File: src/rtl/sec_timer_pkg.sv
package sec_timer_pkg;
  localparam int unsigned ADDR_W  = 3;
  localparam int unsigned DATA_W  = 32;
  localparam int unsigned PRESC_W = 15;

  localparam logic [ADDR_W-1:0] A_SECS  = 3'd0;
  localparam logic [ADDR_W-1:0] A_PRESC = 3'd1;
  localparam logic [ADDR_W-1:0] A_ALARM = 3'd2;
  localparam logic [ADDR_W-1:0] A_STAT  = 3'd3;
  localparam logic [ADDR_W-1:0] A_IEN   = 3'd4;
  localparam logic [ADDR_W-1:0] A_CTRL  = 3'd5;

  localparam int unsigned ST_INV = 0;
  localparam int unsigned ST_OVF = 1;
  localparam int unsigned ST_ALM = 2;
  localparam int unsigned ST_RUN = 4;
  localparam int unsigned IE_ALM = 0;
  localparam int unsigned IE_OVF = 1;
  localparam int unsigned CT_USR = 0;
endpackage

File: src/rtl/sec_timer_presc.sv
module sec_timer_presc #(
  parameter int unsigned PRESC_W = 15
) (
  input  logic               clk_i,
  input  logic               rst_ni,
  input  logic               run_i,
  input  logic               tick_i,
  input  logic               wr_i,
  input  logic [PRESC_W-1:0] wdata_i,
  output logic [PRESC_W-1:0] value_o,
  output logic               carry_o
);
  localparam int unsigned TAP = PRESC_W - 1;

  logic [PRESC_W-1:0] value_q, value_d;

  always_comb begin
    if (wr_i)                 value_d = wdata_i;
    else if (run_i && tick_i) value_d = value_q + 1'b1;
    else                      value_d = value_q;
  end

  // carry on falling tap bit, whether from counting or from a write
  assign carry_o = value_q[TAP] & ~value_d[TAP];

  always_ff @(posedge clk_i or negedge rst_ni) begin
    if (!rst_ni) value_q <= '0;
    else         value_q <= value_d;
  end

  assign value_o = value_q;

  assert_presc_hold_R2: assert property (@(posedge clk_i) disable iff (!rst_ni)
    (!run_i && !wr_i) |=> $stable(value_q));
endmodule

File: src/rtl/sec_timer_count.sv
module sec_timer_count #(
  parameter int unsigned SEC_W = 32
) (
  input  logic             clk_i,
  input  logic             rst_ni,
  input  logic             inc_i,
  input  logic             wr_secs_i,
  input  logic             wr_alarm_i,
  input  logic [SEC_W-1:0] wdata_i,
  output logic [SEC_W-1:0] secs_o,
  output logic [SEC_W-1:0] alarm_o,
  output logic             inv_o,
  output logic             ovf_o,
  output logic             alm_o,
  output logic             wrap_o
);
  logic [SEC_W-1:0] secs_q, alarm_q;
  logic             inv_q, ovf_q, alm_q;
  logic             hit;

  assign wrap_o = inc_i && (secs_q == '1);
  assign hit    = inc_i && (secs_q == alarm_q);

  always_ff @(posedge clk_i or negedge rst_ni) begin
    if (!rst_ni) begin
      secs_q  <= '0;
      alarm_q <= '1;
      inv_q   <= 1'b1;
      ovf_q   <= 1'b0;
      alm_q   <= 1'b0;
    end else begin
      if (wr_secs_i) begin
        secs_q <= wdata_i;
        inv_q  <= 1'b0;
        ovf_q  <= 1'b0;
      end else if (inc_i) begin
        secs_q <= secs_q + 1'b1;
        if (wrap_o) ovf_q <= 1'b1;
      end
      if (wr_alarm_i) begin
        alarm_q <= wdata_i;
        alm_q   <= 1'b0;
      end else if (hit) begin
        alm_q <= 1'b1;
      end
    end
  end

  assign secs_o  = secs_q;
  assign alarm_o = alarm_q;
  assign inv_o   = inv_q;
  assign ovf_o   = ovf_q;
  assign alm_o   = alm_q;

  assert_alarm_on_inc_R5: assert property (@(posedge clk_i) disable iff (!rst_ni)
    (alm_q && !$past(alm_q)) |-> ($past(inc_i) && $past(secs_q) == $past(alarm_q)));
  assert_ovf_wrap_R7: assert property (@(posedge clk_i) disable iff (!rst_ni)
    (ovf_q && !$past(ovf_q)) |-> (secs_q == '0));
  assert_alarm_clear_R6: assert property (@(posedge clk_i) disable iff (!rst_ni)
    wr_alarm_i |=> !alm_q);
endmodule

File: src/rtl/sec_timer_regs.sv
module sec_timer_regs
  import sec_timer_pkg::*;
#(
  parameter int unsigned DW = 32,
  parameter int unsigned PW = 15
) (
  input  logic              clk_i,
  input  logic              rst_ni,
  input  logic              we_i,
  input  logic              priv_i,
  input  logic [ADDR_W-1:0] addr_i,
  input  logic [DW-1:0]     wdata_i,
  input  logic [DW-1:0]     secs_i,
  input  logic [PW-1:0]     presc_i,
  input  logic [DW-1:0]     alarm_i,
  input  logic              inv_i,
  input  logic              ovf_i,
  input  logic              alm_i,
  input  logic              wrap_i,
  output logic              run_o,
  output logic              wr_secs_o,
  output logic              wr_presc_o,
  output logic              wr_alarm_o,
  output logic [DW-1:0]     rdata_o,
  output logic              irq_o
);
  logic       run_q, usr_q;
  logic [1:0] ien_q;
  logic       wr_ok;

  assign wr_ok      = we_i && (priv_i || usr_q);
  assign wr_secs_o  = wr_ok && !run_q && (addr_i == A_SECS);
  assign wr_presc_o = wr_ok && !run_q && (addr_i == A_PRESC);
  assign wr_alarm_o = wr_ok && (addr_i == A_ALARM);

  always_ff @(posedge clk_i or negedge rst_ni) begin
    if (!rst_ni) begin
      run_q <= 1'b0;
      usr_q <= 1'b0;
      ien_q <= '0;
    end else begin
      if (wrap_i)
        run_q <= 1'b0;
      else if (wr_ok && addr_i == A_STAT)
        run_q <= wdata_i[ST_RUN] && !inv_i && !ovf_i;
      if (we_i && priv_i && addr_i == A_CTRL) usr_q <= wdata_i[CT_USR];
      if (wr_ok && addr_i == A_IEN) ien_q <= wdata_i[1:0];
    end
  end

  always_comb begin
    rdata_o = '0;
    case (addr_i)
      A_SECS:  rdata_o = secs_i;
      A_PRESC: rdata_o = {{(DW-PW){1'b0}}, presc_i};
      A_ALARM: rdata_o = alarm_i;
      A_STAT: begin
        rdata_o[ST_INV] = inv_i;
        rdata_o[ST_OVF] = ovf_i;
        rdata_o[ST_ALM] = alm_i;
        rdata_o[ST_RUN] = run_q;
      end
      A_IEN:   rdata_o[1:0] = ien_q;
      A_CTRL:  rdata_o[CT_USR] = usr_q;
      default: rdata_o = '0;
    endcase
  end

  assign irq_o = (alm_i && ien_q[IE_ALM]) || (ovf_i && ien_q[IE_OVF]);
  assign run_o = run_q;

  assert_no_run_bad_time_R8: assert property (@(posedge clk_i) disable iff (!rst_ni)
    (inv_i || ovf_i) |-> !run_q);
  assert_irq_masked_R9: assert property (@(posedge clk_i) disable iff (!rst_ni)
    (ien_q == 2'b00) |-> !irq_o);
  assert_ctrl_priv_R10: assert property (@(posedge clk_i) disable iff (!rst_ni)
    (we_i && !priv_i) |=> $stable(usr_q));
endmodule

File: src/rtl/sec_timer.sv
module sec_timer
  import sec_timer_pkg::*;
(
  input  logic              clk_i,
  input  logic              rst_ni,
  input  logic              tick_i,
  input  logic              we_i,
  input  logic              priv_i,
  input  logic [ADDR_W-1:0] addr_i,
  input  logic [DATA_W-1:0] wdata_i,
  output logic [DATA_W-1:0] rdata_o,
  output logic              irq_o
);
  logic [PRESC_W-1:0] presc;
  logic [DATA_W-1:0]  secs, alarm;
  logic carry, run, wr_secs, wr_presc, wr_alarm, inv, ovf, alm, wrap;

  sec_timer_presc #(.PRESC_W(PRESC_W)) u_presc (
    .clk_i   (clk_i),
    .rst_ni  (rst_ni),
    .run_i   (run),
    .tick_i  (tick_i),
    .wr_i    (wr_presc),
    .wdata_i (wdata_i[PRESC_W-1:0]),
    .value_o (presc),
    .carry_o (carry)
  );

  sec_timer_count #(.SEC_W(DATA_W)) u_count (
    .clk_i      (clk_i),
    .rst_ni     (rst_ni),
    .inc_i      (carry),
    .wr_secs_i  (wr_secs),
    .wr_alarm_i (wr_alarm),
    .wdata_i    (wdata_i),
    .secs_o     (secs),
    .alarm_o    (alarm),
    .inv_o      (inv),
    .ovf_o      (ovf),
    .alm_o      (alm),
    .wrap_o     (wrap)
  );

  sec_timer_regs #(.DW(DATA_W), .PW(PRESC_W)) u_regs (
    .clk_i      (clk_i),
    .rst_ni     (rst_ni),
    .we_i       (we_i),
    .priv_i     (priv_i),
    .addr_i     (addr_i),
    .wdata_i    (wdata_i),
    .secs_i     (secs),
    .presc_i    (presc),
    .alarm_i    (alarm),
    .inv_i      (inv),
    .ovf_i      (ovf),
    .alm_i      (alm),
    .wrap_i     (wrap),
    .run_o      (run),
    .wr_secs_o  (wr_secs),
    .wr_presc_o (wr_presc),
    .wr_alarm_o (wr_alarm),
    .rdata_o    (rdata_o),
    .irq_o      (irq_o)
  );

  assert_secs_frozen_R3: assert property (@(posedge clk_i) disable iff (!rst_ni)
    (run && !carry) |=> $stable(secs));
endmodule

File: config.mk
export PLATFORM = sky130hd
export DESIGN_NAME = sec_timer
export DESIGN_NICKNAME = d
export VERILOG_FILES = /design/src/rtl/sec_timer_pkg.sv /design/src/rtl/sec_timer_presc.sv /design/src/rtl/sec_timer_count.sv /design/src/rtl/sec_timer_regs.sv /design/src/rtl/sec_timer.sv
export SDC_FILE = /design/constraint.sdc
export NUM_CORES = 1
export LEC_CHECK = 0
export ABC_AREA = 1
export ABC_CLOCK_PERIOD_IN_PS = 3200
export BUFFER_PORTS_ARGS = -buffer_cell sky130_fd_sc_hd__buf_2
export CORE_MARGIN = 1.5
export CORE_UTILIZATION = 44
export DETAILED_ROUTE_END_ITERATION = 10
export PLACE_DENSITY = 0.72
export SYNTH_ARGS = -nofsm -noshare
export SYNTH_HDL_FRONTEND = slang
export SYNTH_SLANG_ARGS = --single-unit
File: constraint.sdc
create_clock -name clk_i -period 3.2 [get_ports clk_i]
set_input_delay 0.32 -clock clk_i [delete_from_list [all_inputs] [get_ports clk_i]]
set_output_delay 0.32 -clock clk_i [all_outputs]
set_load 0.02 [all_outputs]
# Word level (Yosys, flattened, before mapping)

Index checks and enable logic that the tools add are counted.

Register bits: 86
Bits in latches: 0
Memory bits (writable): 0
Bits in read-only memories: 0
Input port bits: 40
Output and inout port bits: 33
Logic and storage cells: 66
Memories kept: 0

Add/subtract/negate cells: 2
Multipliers: 0
Divide/modulo/power cells: 0
Order comparisons: 0
Eq/ne operators: 7
Shifts and indexed selects: 0
Multiplexer cells: 17
Bitwise gates (word level): 2
Reduce and logical (&&, ||, !) cells: 28

Operator list:

| operator                                      | number |
|---|---|
| case mux 27 bit (3 select lines)              | 1 |
| two-way mux 32 bit                            | 2 |
| adder 32 x 1 -> 32 bit, second input constant | 1 |
| == test 32 bit                                | 1 |
| == test 32 bit, second input constant         | 1 |
| two-way mux 15 bit                            | 2 |
| logical AND 1 bit                             | 16 |
| adder 15 x 1 -> 15 bit, second input constant | 1 |
| nonzero test 2 bit                            | 5 |
| case mux 1 bit (4 select lines)               | 2 |
| two-way mux 1 bit                             | 7 |
| == test 3 x 2 -> 1 bit, second input constant | 2 |
| == test 3 bit, second input constant          | 2 |
| case mux 1 bit (6 select lines)               | 1 |
| case mux 1 bit (5 select lines)               | 1 |
| == test 3 x 1 -> 1 bit, second input constant | 1 |
| logical NOT 1 bit                             | 3 |
| logical NOT 3 bit                             | 1 |
| case mux 1 bit (3 select lines)               | 1 |
| logical OR 1 bit                              | 2 |
| AND reduction 2 bit                           | 1 |
| bitwise AND 1 bit                             | 1 |
| inverter 1 bit                                | 1 |

# Depth between registers and ports, before layout

Gate-level depths: netlist of run 1.

Depth after elaboration: 11
Mapped depth: 12
Depth with buffers taken out: 12

# Cells and area by module

A second synthesis of run 1 with hierarchy kept.

Cells, all modules: 851
Area total of the unflattened synthesis: 5980.7 µm²

By module, submodules not included:

| module          | instances | cells each | area each (µm²) | sequential area each (µm²) |
|---|---|---|---|---|
| sec_timer_count | 1         | 537        | 4051.4          | 1717.9 |
| sec_timer_presc | 1         | 135        | 1014.7          | 375.4 |
| sec_timer_regs  | 1         | 179        | 914.6           | 100.1 |

# Worst setup path before layout of run 1

No wires, ideal clock.

Kind: input to output
Start point: input port addr_i[2]
End point: output port rdata_o[17]
Data arrival time: 1.419 ns
Required time: 2.880 ns
Slack: 1.461 ns
Cell stages on the path: 5
Buffers on the path: 2
Path through: buf_6 nor3_2 clkbuf_1 nand2_1 o21ai_0

Word-level cells in the longest chain between the ends: 2
Elaborated cells on any way between the ends: 4
Classes of those cells: 2 x eq/ne; 1 x mux; 1 x reduce/logical

Ends and longest elaborated chain:

| item                                                 | line                 | source |
|---|---|---|
| start: declaration                                   | sec_timer.sv:9       | `input logic [ADDR_W-1:0] addr_i,` |
| == test 3 x 2 -> 1 bit, or another cell as far along | sec_timer_regs.sv:53 | `case (addr_i)` |
| case mux 27 bit (3 select lines) (*)                 | sec_timer_regs.sv:53 |  |
| end: declaration                                     | sec_timer.sv:11      | `output logic [DATA_W-1:0] rdata_o,` |

Mark *: on every way between the ends. The rest lies on a longest branch, timed or not.

# Worst setup path in the final report of run 1

Start point: register u_count.secs_q[1] (netlist: u_count.secs_o[1])
End point: register u_regs.run_q (netlist: u_regs.run_o)

Word-level cells in the longest chain between the ends: 3
Elaborated cells on any way between the ends: 4
Classes of those cells: 1 x eq/ne; 1 x mux; 2 x reduce/logical

Ends and longest elaborated chain:

| item                                                           | line                  | source |
|---|---|---|
| start: declaration                                             | sec_timer_count.sv:17 | `logic [SEC_W-1:0] secs_q, alarm_q;` |
| start signal: assignment                                       | sec_timer_count.sv:33 | `secs_q <= wdata_i;` |
| start signal: assignment                                       | sec_timer_count.sv:37 | `secs_q <= secs_q + 1'b1;` |
| == test 32 bit (*)                                             | sec_timer_count.sv:21 | `assign wrap_o = inc_i && (secs_q == '1);` |
| logical AND 1 bit (*)                                          | sec_timer_count.sv:21 |  |
| two-way mux 1 bit / nonzero test 2 bit (equally long branches) | --                    |  |
| end signal: assignment                                         | sec_timer_regs.sv:45  | `run_q <= wdata_i[ST_RUN] && !inv_i && !ovf_i;` |
| end: declaration                                               | sec_timer_regs.sv:27  | `logic run_q, usr_q;` |

Marked as above.
A chain may end at the register's enable or synchronous reset.

==> out/qor.yml, run 1 <==
synth-async-reset-ratio_pct: 100
fin_nets: 1002
coreArea_mm2: 0.0132
grt_pass1_wl_mm: 30.5
dr.pass1.iters: 5
r2r_slack_ps: 1090
p_int_mw: 2.63
path_cells: "ha_1, inv_1, nor2_1, nand2_1, inv_1, nand3_1, nor2_1, nand4_1, nand3_1, nand2_1"
finalPower_mw: 4.42
ys.flop_type: "dfrtp_1"
dr.first_iter.drc_count: 499
clockBufferDepth: 2
htree_levels: 3
hold_viol: 0
period_needed_ps: 2110
fin_worst_skew_ps: 10.3
worstMarginPinSlew_ps: 627
hpwl_mm: 14.0
final_common_cell: "nand2_1"
syn_avg_cell_area_um2: 6.61
synth_cells: 898
rr_worst_depth: 10
io_buffer_count: 72
grt-ovfl-total: 0
finalCritPeriodShare_pct: 66.0
startpoint_type: "flip-flop"
cts_buffers: 9
routed_via_density: 5.32
die_h_um: 119
reg2reg_from: "u_count.secs_o[1]"
layout_common_cells: "nand2_1 (351), inv_1 (98), nor2_1 (88)"
synthesis.area_mm2: 0.00593
slew_headroom_pct: 58.2
antenna_found_initial: 0
ios: 73
ir_worst_vdd_mv: 0.319
setup_viol: 0
clock_latency_ps: 360
rows: 42
postPlaceCellArea_mm2: 0.00643
synth_top_area_share_pct: 22.4
p_seq_share_pct: 42.4
synth_edf_count: 0
power_density_mw_per_mm2: 655
slew_violations: 0
syn_to_final_growth_pct: 13.7
wl_per_cell_um: 16.3
worstPathMaxFanout: 6
hp-class: "in -> reg"
combinationalPowerShare_pct: 32.4
ys_types: 38
post_cts_resized: 0
final_area_mm2: 0.00675
crit_type: "reg -> reg"
place_congestion: 0.955
clkPwrFrac_pct: 25.2
start_util_pct: 45.0
cp_slowest_cell: "dfrtp_1"
clk_pin_slew_ps: 70
startpoint: "u_count.secs_o[1]"
synth.top_cells.by_area: "dfrtp_1 (22%), nand2_1 (22%), dfstp_2 (15%)"
path_buf_inv: 2
cts_tree: "done"
status: "completed"
die_x_um: 119
cts.sinks: 86
crit_path_end_kind: "flip-flop"
ant_nets: 0
worst_ep_arrival_time_ps: 2360
switching_share_pct: 40.4
power_switching_mw: 1.78
fin_setup_tns_ps: 0
root_buffer: "clkbuf_16"
utilization_pct: 51.1
whs_path_depth: 3
yosysTopAreaCell: "dfrtp_1"
ys_seq_elements: 86
grt_max_degree: 37
hold-path-endpoint: "u_count.alarm_o[25]"
remaining_drc_errors: 0
max_freq_mhz: 473
grtUsageTotal_pct: 27.5
yosys_warnings: 0
die_area_mm2: 0.0142
p_leak_nw: 3.22
drive_gt1_share_pct: 15.1
cap_viol_max_count: 0
grt_pass1_vias: 5743
synth_fp_nets: 940
r2r_end: "u_regs.run_o"
rsz0062_at_grt: "false"
totalWireLength_mm: 18.6
via_count: 6065
cpPeakStageDelay_ps: 450
crit_required_ps: 3450
cp_top_family: "simple AND/OR/NAND/NOR gates"
ys_seq_area_share_pct: 37.0
n_antenna_cell: 0
hp-start: "wdata_i[25]"
[state kept, by name (all words and copies together), names as in the netlist]
name             cells
u_count.alarm_o     32
u_count.secs_o      32
u_presc.value_o     15
u_regs.ien_q         2
u_count.alm_o        1
u_count.inv_o        1
u_count.ovf_o        1
u_regs.run_o         1
u_regs.usr_q         1
[power by group through the flow]
stage                     logic, mW  clock network [mW]  registers (mW)
after global placement         1.40                   0            1.87
after floorplan                1.09                   0            1.71
after global routing           1.64                1.15            1.92
after CTS                      1.42                1.11            1.86
final                          1.43                1.11            1.87
after detailed placement       1.41                   0            1.88
[timing repair]
item                                    in CTS  in global routing
buffers inserted                             0                  0
endpoints found under the setup margin       0                  0
endpoints found under the hold margin       23                  0
hold buffers                                 1                  0
[worst min-delay path, delay by kind of cell]
| kind | cells | cell delay [ps] |
|---|---|---|
| AND/OR/NAND/NOR | 2 | 110 |
| buffers and inverters | 1 | 110 |
[synthesized netlist by cell type, types with 2 or more instances]
cell      number
a22o_1         3
o22ai_1        7
o211ai_1       2
nand3_1       34
dfrtp_1       53
inv_1         98
a22oi_1        6
buf_2          8
xnor2_1       24
o21ai_1       24
buf_1          2
o21ai_0       51
o221ai_1      19
xor2_1        10
dfstp_2       33
inv_2          4
nand2_1      351
nor3_1        17
a21oi_1        7
ha_1           2
buf_6          6
nand4_1       16
nor2_1        89
clkbuf_1      18
[final cells by class]
class | count | area (µm²)
Clock inverter | 3 | 42.5
Inverter | 103 | 389
Timing Repair Buffer | 85 | 463
Clock buffer | 13 | 260
Sequential cell | 86 | 2190
Multi-Input combinational cell | 675 | 3180
Fill cell | 1376 | 6440
Tap cell | 176 | 220
[worst max path at each step]
stage                                      to  depth (start not counted)
after floorplan                   rdata_o[17]                          5
after global placement     u_count.secs_o[23]                         12
after detailed placement   u_count.secs_o[27]                         12
after CTS                        u_regs.run_o                         10
after global routing      u_presc.value_o[12]                          8
final                            u_regs.run_o                         10
[through the flow]
stage | instances | hold WS (ps) | worst slack (ps)
finish | 1141 | 169 | 1090
global route | 1141 | 182 | 914
CTS | 1141 | 166 | 1140
detailed placement | 1124 | 320 | 1130
global placement | 1124 | 319 | 1150
floorplan | 898 | 24.4 | 1460
[per-layer routing]
layer | part of all wire (%) | vias to the layer above | GRT usage [%]
met3 | 5.6 | 33 | 3.98
met1 | 47 | 2842 | 38.4
met2 | 45 | 210 | 42.7
met4 | 3.1 | 0 | 11.7
met5 | 0 | - | 0
li1 | - | 2980 | -
[cell families (layout without fill, tap and decap cells)]
group / count (synthesis) / count (layout) / share of synthesized area [%]
muxes: 1 / 1 / 0.190
AOI/OAI and AO/OA: 123 / 123 / 12.5
and+or+nand+nor: 515 / 515 / 35.2
adders and majority gates: 2 / 2 / 0.422
DFF: 86 / 86 / 37.0
xor gates and xnor gates: 34 / 34 / 5.02
buffers and inverters: 137 / 204 / 9.64
No activity file was read; power rests on OpenSTA's default activity.
==> run 2, diff against run 1 <==
--- a/config.mk
+++ b/config.mk
@@ -5,13 +5,13 @@
 export SDC_FILE = /design/constraint.sdc
 export NUM_CORES = 1
 export LEC_CHECK = 0
-export ABC_AREA = 1
-export ABC_CLOCK_PERIOD_IN_PS = 3200
+export ABC_AREA = 0
+export ABC_CLOCK_PERIOD_IN_PS = 2050
 export BUFFER_PORTS_ARGS = -buffer_cell sky130_fd_sc_hd__buf_2
 export CORE_MARGIN = 1.5
 export CORE_UTILIZATION = 44
 export DETAILED_ROUTE_END_ITERATION = 10
-export PLACE_DENSITY = 0.72
+export PLACE_DENSITY = 0.73
 export SYNTH_ARGS = -nofsm -noshare
 export SYNTH_HDL_FRONTEND = slang
 export SYNTH_SLANG_ARGS = --single-unit
==> constraint.sdc (replaced) <==
create_clock -name clk_i -period 2.05 [get_ports clk_i]
set_input_delay 0.205 -clock clk_i [delete_from_list [all_inputs] [get_ports clk_i]]
set_output_delay 0.205 -clock clk_i [all_outputs]
set_load 0.02 [all_outputs]
==> out/qor.yml, run 2 <==
max_freq_mhz: 455  # -4.0%
synth_cells: 572  # -36%
worst_ep_arrival_time_ps: 2420  # +60 ps
synthesis.area_mm2: 0.00548  # -7.7%
finalPower_mw: 7.22  # +64%
ys_types: 54  # +42%
fin_worst_skew_ps: 5.85  # -4.44 ps
n_antenna_cell: 0  # unchanged
root_buffer: "clkbuf_16"
via_count: 5217  # -14%
postPlaceCellArea_mm2: 0.00640  # -0.45%
grt_pass1_wl_mm: 26.7  # -12%
seq_area_mm2: 0.00219  # unchanged
ant_nets: 0  # unchanged
ios: 73  # unchanged
rsz0062_at_grt: "true"
cts.sinks: 86  # unchanged
die_area_mm2: 0.0131  # -7.5%
grt-ovfl-total: 0  # unchanged
reg2reg_from: "u_regs.run_o"
wl_per_cell_um: 19.6  # +20%
status: "finished, violations left"
syn_to_final_growth_pct: 27.2
coreArea_mm2: 0.0121  # -8.6%
placedCellCount: 835  # -26%
p_leak_nw: 2.78  # -14%
cap_viol_max_count: 0  # unchanged
p_int_mw: 4.63  # +76%
grt_pass1_vias: 5146  # -10%
final_common_cell: "buf_2"
die_x_um: 115  # -3.8%
slew_headroom_pct: 62.8  # +4.6 points
fillers: 1041  # -24%
synth_top_cells_by_count: "dfrtp_1 (53), nor2_1 (46), nand2_1 (44)"
ir_worst_vdd_mv: 0.782  # +150%
synth_top_area_share_pct: 24.2  # +1.9 points
period_needed_ps: 2200  # +88.3 ps
synth_fp_nets: 614  # -35%
clock_latency_ps: 350  # about the same
startpoint: "u_regs.run_o"
hpwl_mm: 11.9  # -15%
p_seq_share_pct: 39.6  # -2.8 points
power_density_mw_per_mm2: 1040  # +58%
violations: "setup timing"
ys.flop_type: "dfrtp_1"
hp-start: "wdata_i[31]"
combinationalPowerShare_pct: 37.6  # +5.2 points
crit_required_ps: 2270  # -1180 ps
final_area_mm2: 0.00697  # +3.3%
io_buffer_count: 72  # unchanged
clk_pin_slew_ps: 60  # about the same
ys_seq_elements: 86  # unchanged
fin_nets: 728  # -27%
worstMarginPinSlew_ps: 556  # -71.5 ps
crit_type: "reg -> reg"
worst_slack_ps: -150  # -1240 ps
start_util_pct: 45.4  # +0.42 points
die_h_um: 115  # -3.8%
holdWs_ps: 79.7  # -89.6 ps
switching_share_pct: 35.9  # -4.5 points
hold_viol: 0  # unchanged
synth_edf_count: 0  # unchanged
power_switching_mw: 2.59  # +45%
layout_common_cells: "buf_2 (72), buf_4 (66), dfrtp_1 (53)"
place_congestion: 0.961  # +0.59%
post-synth-top-count-cell: "dfrtp_1"
rows: 40  # -4.8%
dr.pass1.iters: 5  # unchanged
multiInputGateArea_mm2: 0.00324  # +2.1%
crit_path_end_kind: "flip-flop"
htree_levels: 3  # unchanged
yosysTopAreaCell: "dfrtp_1"
dr.first_iter.drc_count: 399  # -20%
synth.top_cells.by_area: "dfrtp_1 (24%), dfstp_2 (16%), mux2_2 (8.0%)"
clockBufferDepth: 2  # unchanged
hp-class: "in -> reg"
final_cells: 859  # -25%
worstPathMaxFanout: 5  # -1
cts_tree: "done"
totalWireLength_mm: 16.9  # -9.3%
drive_gt1_share_pct: 39.4  # +24 points
antenna_found_initial: 0  # unchanged
grtUsageTotal_pct: 26.3  # -1.2 points
setup_viol: 22  # +22
ys_seq_area_share_pct: 40.1  # +3.1 points
grt_max_degree: 87  # +140%
yosys_warnings: 0  # unchanged
syn_avg_cell_area_um2: 9.57  # +45%
clkPwrFrac_pct: 22.9  # -2.3 points
cts_buffers: 9  # unchanged
routed_via_density: 6.07  # +14%
slew_violations: 0  # unchanged
startpoint_type: "flip-flop"
finalCritPeriodShare_pct: 107  # +41 points
remaining_drc_errors: 0  # unchanged
synth-async-reset-ratio_pct: 100  # unchanged
-- run 2: changes by cell type after synthesis, moves of 10 or more --
cell	previous run	this run
o21ai_1	24	3
a21oi_1	7	23
a22o_1	3	18
mux2i_1	0	13
o21ai_0	51	20
nor2_1	89	46
inv_1	98	5
xnor2_1	24	40
o221ai_1	19	0
mux2_2	1	39
clkbuf_1	18	33
nor3_1	17	7
nand2_1	351	44
-- run 2: area by class of cell --
type / instances / share of cell area (%)
Clock buffer: 16 / 4.33
Inverter: 5 / 0.269
Multi-Input combinational cell: 436 / 46.6
Sequential cell: 86 / 31.5
Tap cell: 168 / 3.02
Timing Repair Buffer: 148 / 14.3
-- run 2: kinds of logic (layout without fill, tap and decap cells) --
kind of cell	after synthesis	in the layout	synth area share, %
mux	54	54	11.2
fa+ha+maj	2	2	0.457
buf+inv	50	169	3.98
flops	86	86	40.1
xor+xnor	47	47	7.52
compound gates	127	127	17.3
simple gates	206	206	19.5
-- run 2: worst paths after layout --
kind,endpoint,slack (ps),cells after the start
worst max-delay path,u_count.secs_o[15],-150,6
worst min-delay path,u_count.secs_o[31],80,3
worst max register to register,u_count.secs_o[15],-150,6
worst min register to register,u_count.inv_o,500,1
max in group asynchronous,u_count.alarm_o[28],1200,3
min in group asynchronous,u_presc.value_o[9],450,3
-- run 2: worst max-delay path, cell delays in order, from the launching register on --
cell,delay (ps)
dfrtp_1,380
or4b_4,530
or3_4,390
a21boi_4,290
buf_6,160
mux2i_1,210
o211ai_1,110
-- run 2: per-layer routing --
metal | vias to the layer above | share of wire (%) | wire length [µm] | GRT usage (%)
met3 | 36 | 7.4 | 1240 | 5.82
met1 | 2559 | 42 | 7130 | 35.2
met4 | 0 | 2.8 | 471 | 8.75
met2 | 264 | 48 | 8010 | 42.5
met5 | - | 0 | 0 | 0
li1 | 2358 | - | - | -
-- run 2: repair_timing --
| item | 4_1_cts | 5_1_grt |
|---|---|---|
| hold endpoints to repair | 53 | 0 |
| gates resized for setup | 16 | 28 |
| hold buffers | 1 | 0 |
| pin swaps | 10 | 15 |
| endpoints found under the setup margin | 23 | 50 |
| gates cloned | 0 | 1 |
| buffers inserted | 4 | 4 |
-- run 2: stage by stage --
step                TNS, ps  worst slack, ps  utilization (%)
floorplan              -170             -110                -
global placement      -1490             -163             53.1
detailed placement    -1890             -212             53.1
CTS                   -1010             -100             56.7
global route          -2990             -201             57.7
finish                -1640             -150             57.7
-- run 2: power by group through the flow --
| stage | Clock (mW) | Sequential [mW] | Combinational [mW] |
|---|---|---|---|
| 6_report | 1.65 | 2.86 | 2.72 |
| 5_1_grt | 1.74 | 2.93 | 2.93 |
| 4_1_cts | 1.68 | 2.84 | 2.64 |
| 3_5_place_dp | 0 | 2.87 | 2.61 |
| 3_3_place_gp | 0 | 2.82 | 2.55 |
| 2_1_floorplan | 0 | 2.79 | 1.61 |
==> run 3, diff against run 2 <==
--- a/config.mk
+++ b/config.mk
@@ -9,9 +9,9 @@
 export ABC_CLOCK_PERIOD_IN_PS = 2050
 export BUFFER_PORTS_ARGS = -buffer_cell sky130_fd_sc_hd__buf_2
 export CORE_MARGIN = 1.5
-export CORE_UTILIZATION = 44
+export CORE_UTILIZATION = 40
 export DETAILED_ROUTE_END_ITERATION = 10
-export PLACE_DENSITY = 0.73
+export PLACE_DENSITY = 0.68
 export SYNTH_ARGS = -nofsm -noshare
 export SYNTH_HDL_FRONTEND = slang
 export SYNTH_SLANG_ARGS = --single-unit
==> out/qor.yml, run 3 (same netlist as run 2, synthesis figures left out) <==
status: "finished, violations left"
violations: "setup timing"
worst_slack_ps: -146  # +4.65 ps
whs_path_depth: 3  # unchanged
via_count: 5183  # -0.65%
cap_viol_max_count: 0  # unchanged
worst_ep_arrival_time_ps: 2420  # about the same
rr_worst_depth: 6  # unchanged
cp_top_family: "simple AND/OR/NAND/NOR gates"
ir_worst_vdd_mv: 0.776  # -0.72%
io_buffer_count: 72  # unchanged
postPlaceCellArea_mm2: 0.00645  # +0.74%
final_area_mm2: 0.00711  # +2.1%
dr.pass1.iters: 5  # unchanged
path_buf_inv: 1  # unchanged
cp_slowest_cell: "or4b_4"
p_leak_nw: 2.85  # +2.4%
clockBufferDepth: 2  # unchanged
die_area_mm2: 0.0144  # +9.7%
root_buffer: "clkbuf_16"
final_common_cell: "buf_2"
hp-class: "in -> reg"
utilization_pct: 53.5  # -4.2 points
grt-ovfl-total: 0  # unchanged
n_antenna_cell: 0  # unchanged
hpwl_mm: 12.0  # +0.38%
rows: 42  # +5.0%
htree_levels: 3  # unchanged
remaining_drc_errors: 0  # unchanged
slew_headroom_pct: 69.6  # +6.8 points
worstPathMaxFanout: 8  # +3
cts_tree: "done"
place_congestion: 0.901  # -6.3%
fin_worst_skew_ps: 5.44  # -0.416 ps
grtUsageTotal_pct: 23.8  # -2.6 points
rsz0062_at_grt: "true"
fillers: 1187  # +14%
crit_path_end_kind: "flip-flop"
clk_pin_slew_ps: 60  # about the same
slew_violations: 0  # unchanged
syn_to_final_growth_pct: 29.9
coreArea_mm2: 0.0133  # +10%
worstMarginPinSlew_ps: 454  # -102 ps
die_x_um: 120  # +4.8%
fin_setup_tns_ps: -1820  # -180 ps
power_density_mw_per_mm2: 1060  # +1.9%
finalCritPeriodShare_pct: 107  # -0.23 points
holdWs_ps: 91.7  # +12.0 ps
r2r_slack_ps: -150  # about the same
fin_nets: 730  # +0.27%
totalWireLength_mm: 16.7  # -0.67%
crit_type: "reg -> reg"
clock_latency_ps: 340  # about the same
start_util_pct: 41.2  # -4.2 points
grt_max_degree: 70  # -20%
r2r_end: "u_count.secs_o[27]"
drive_gt1_share_pct: 40.4  # +1.0 points
max_freq_mhz: 455  # +0.21%
routed_via_density: 5.96  # -1.8%
period_needed_ps: 2200  # -4.65 ps
hold-path-endpoint: "u_count.secs_o[17]"
seq_area_mm2: 0.00219  # about the same
path_cells: "or4b_4, or3_4, buf_12, a2111oi_4, xnor2_1, o21ai_2"
ant_nets: 0  # unchanged
crit_required_ps: 2280  # about the same
grt_pass1_wl_mm: 27.0  # +1.3%
die_h_um: 120  # +4.8%
cts_buffers: 9  # unchanged
grt_pass1_vias: 5075  # -1.4%
multiInputGateArea_mm2: 0.00328  # +1.1%
setup_viol: 26  # +18%
reg2reg_from: "u_regs.run_o"
cts.sinks: 86  # unchanged
layout_common_cells: "buf_2 (71), buf_4 (65), dfrtp_1 (52)"
antenna_found_initial: 0  # unchanged
ios: 73  # unchanged
cpPeakStageDelay_ps: 540  # about the same
hold_viol: 0  # unchanged
startpoint_type: "flip-flop"
hp-start: "wdata_i[17]"
dr.first_iter.drc_count: 444  # +11%
wl_per_cell_um: 19.3  # -1.8%
run 3: worst reg2reg max path, delay by kind of cell (launching register included):
family	cells	cell delay, ps
and+or+nand+nor	2	930
AOI/OAI and AO/OA	2	430
xor gates and xnor gates	1	170
buffers and inverters	1	170
DFF	1	390
run 3: worst max-delay path by stage:
stage | endpoint | start | cells after the start | slack, ps
2_1_floorplan | u_count.secs_o[11] | addr_i[1] | 7 | -110
3_3_place_gp | u_count.secs_o[27] | addr_i[1] | 7 | -130
3_5_place_dp | u_count.secs_o[31] | u_regs.run_o | 6 | -160
4_1_cts | u_count.secs_o[5] | u_regs.run_o | 6 | -90
5_1_grt | u_count.secs_o[9] | u_regs.run_o | 6 | -170
6_report | u_count.secs_o[27] | u_regs.run_o | 6 | -150
run 3: per-layer routing:
layer	vias to the layer above	global-route usage, %	routed length, µm
li1	2358	-	-
met1	2573	31.1	7150
met2	212	38.2	7950
met3	40	5.23	1200
met4	0	9.67	451
met5	-	0	0
run 3: what timing repair did:
action | 4_1_cts | 5_1_grt
pin swaps | 20 | 20
endpoints found under the setup margin | 24 | 53
buffers inserted | 5 | 5
endpoints found under the hold margin | 17 | 0
gates resized for setup | 22 | 28
hold buffers | 1 | 0
run 3: final cells by class:
| type | instances | share of cell area, % |
|---|---|---|
| Clock buffer | 10 | 3.36 |
| Inverter | 5 | 0.264 |
| Tap cell | 176 | 3.10 |
| Clock inverter | 6 | 1.53 |
| Sequential cell | 86 | 30.9 |
| Multi-Input combinational cell | 436 | 46.1 |
| Timing Repair Buffer | 150 | 14.8 |
run 3: report_power, final:
| group | switching (mW) | internal [mW] |
|---|---|---|
| clock network | 0.692 | 1.22 |
| registers | 0.519 | 2.35 |
| logic | 1.43 | 1.30 |
| total | 2.64 | 4.88 |
run 3: stage by stage:
step	cells	power, mW	setup slack [ps]
final	869	7.51	-146
after global routing	869	7.89	-171
after CTS	865	7.43	-91.0
after detailed placement	843	5.48	-157
after global placement	843	5.39	-132
after floorplan	572	4.41	-110
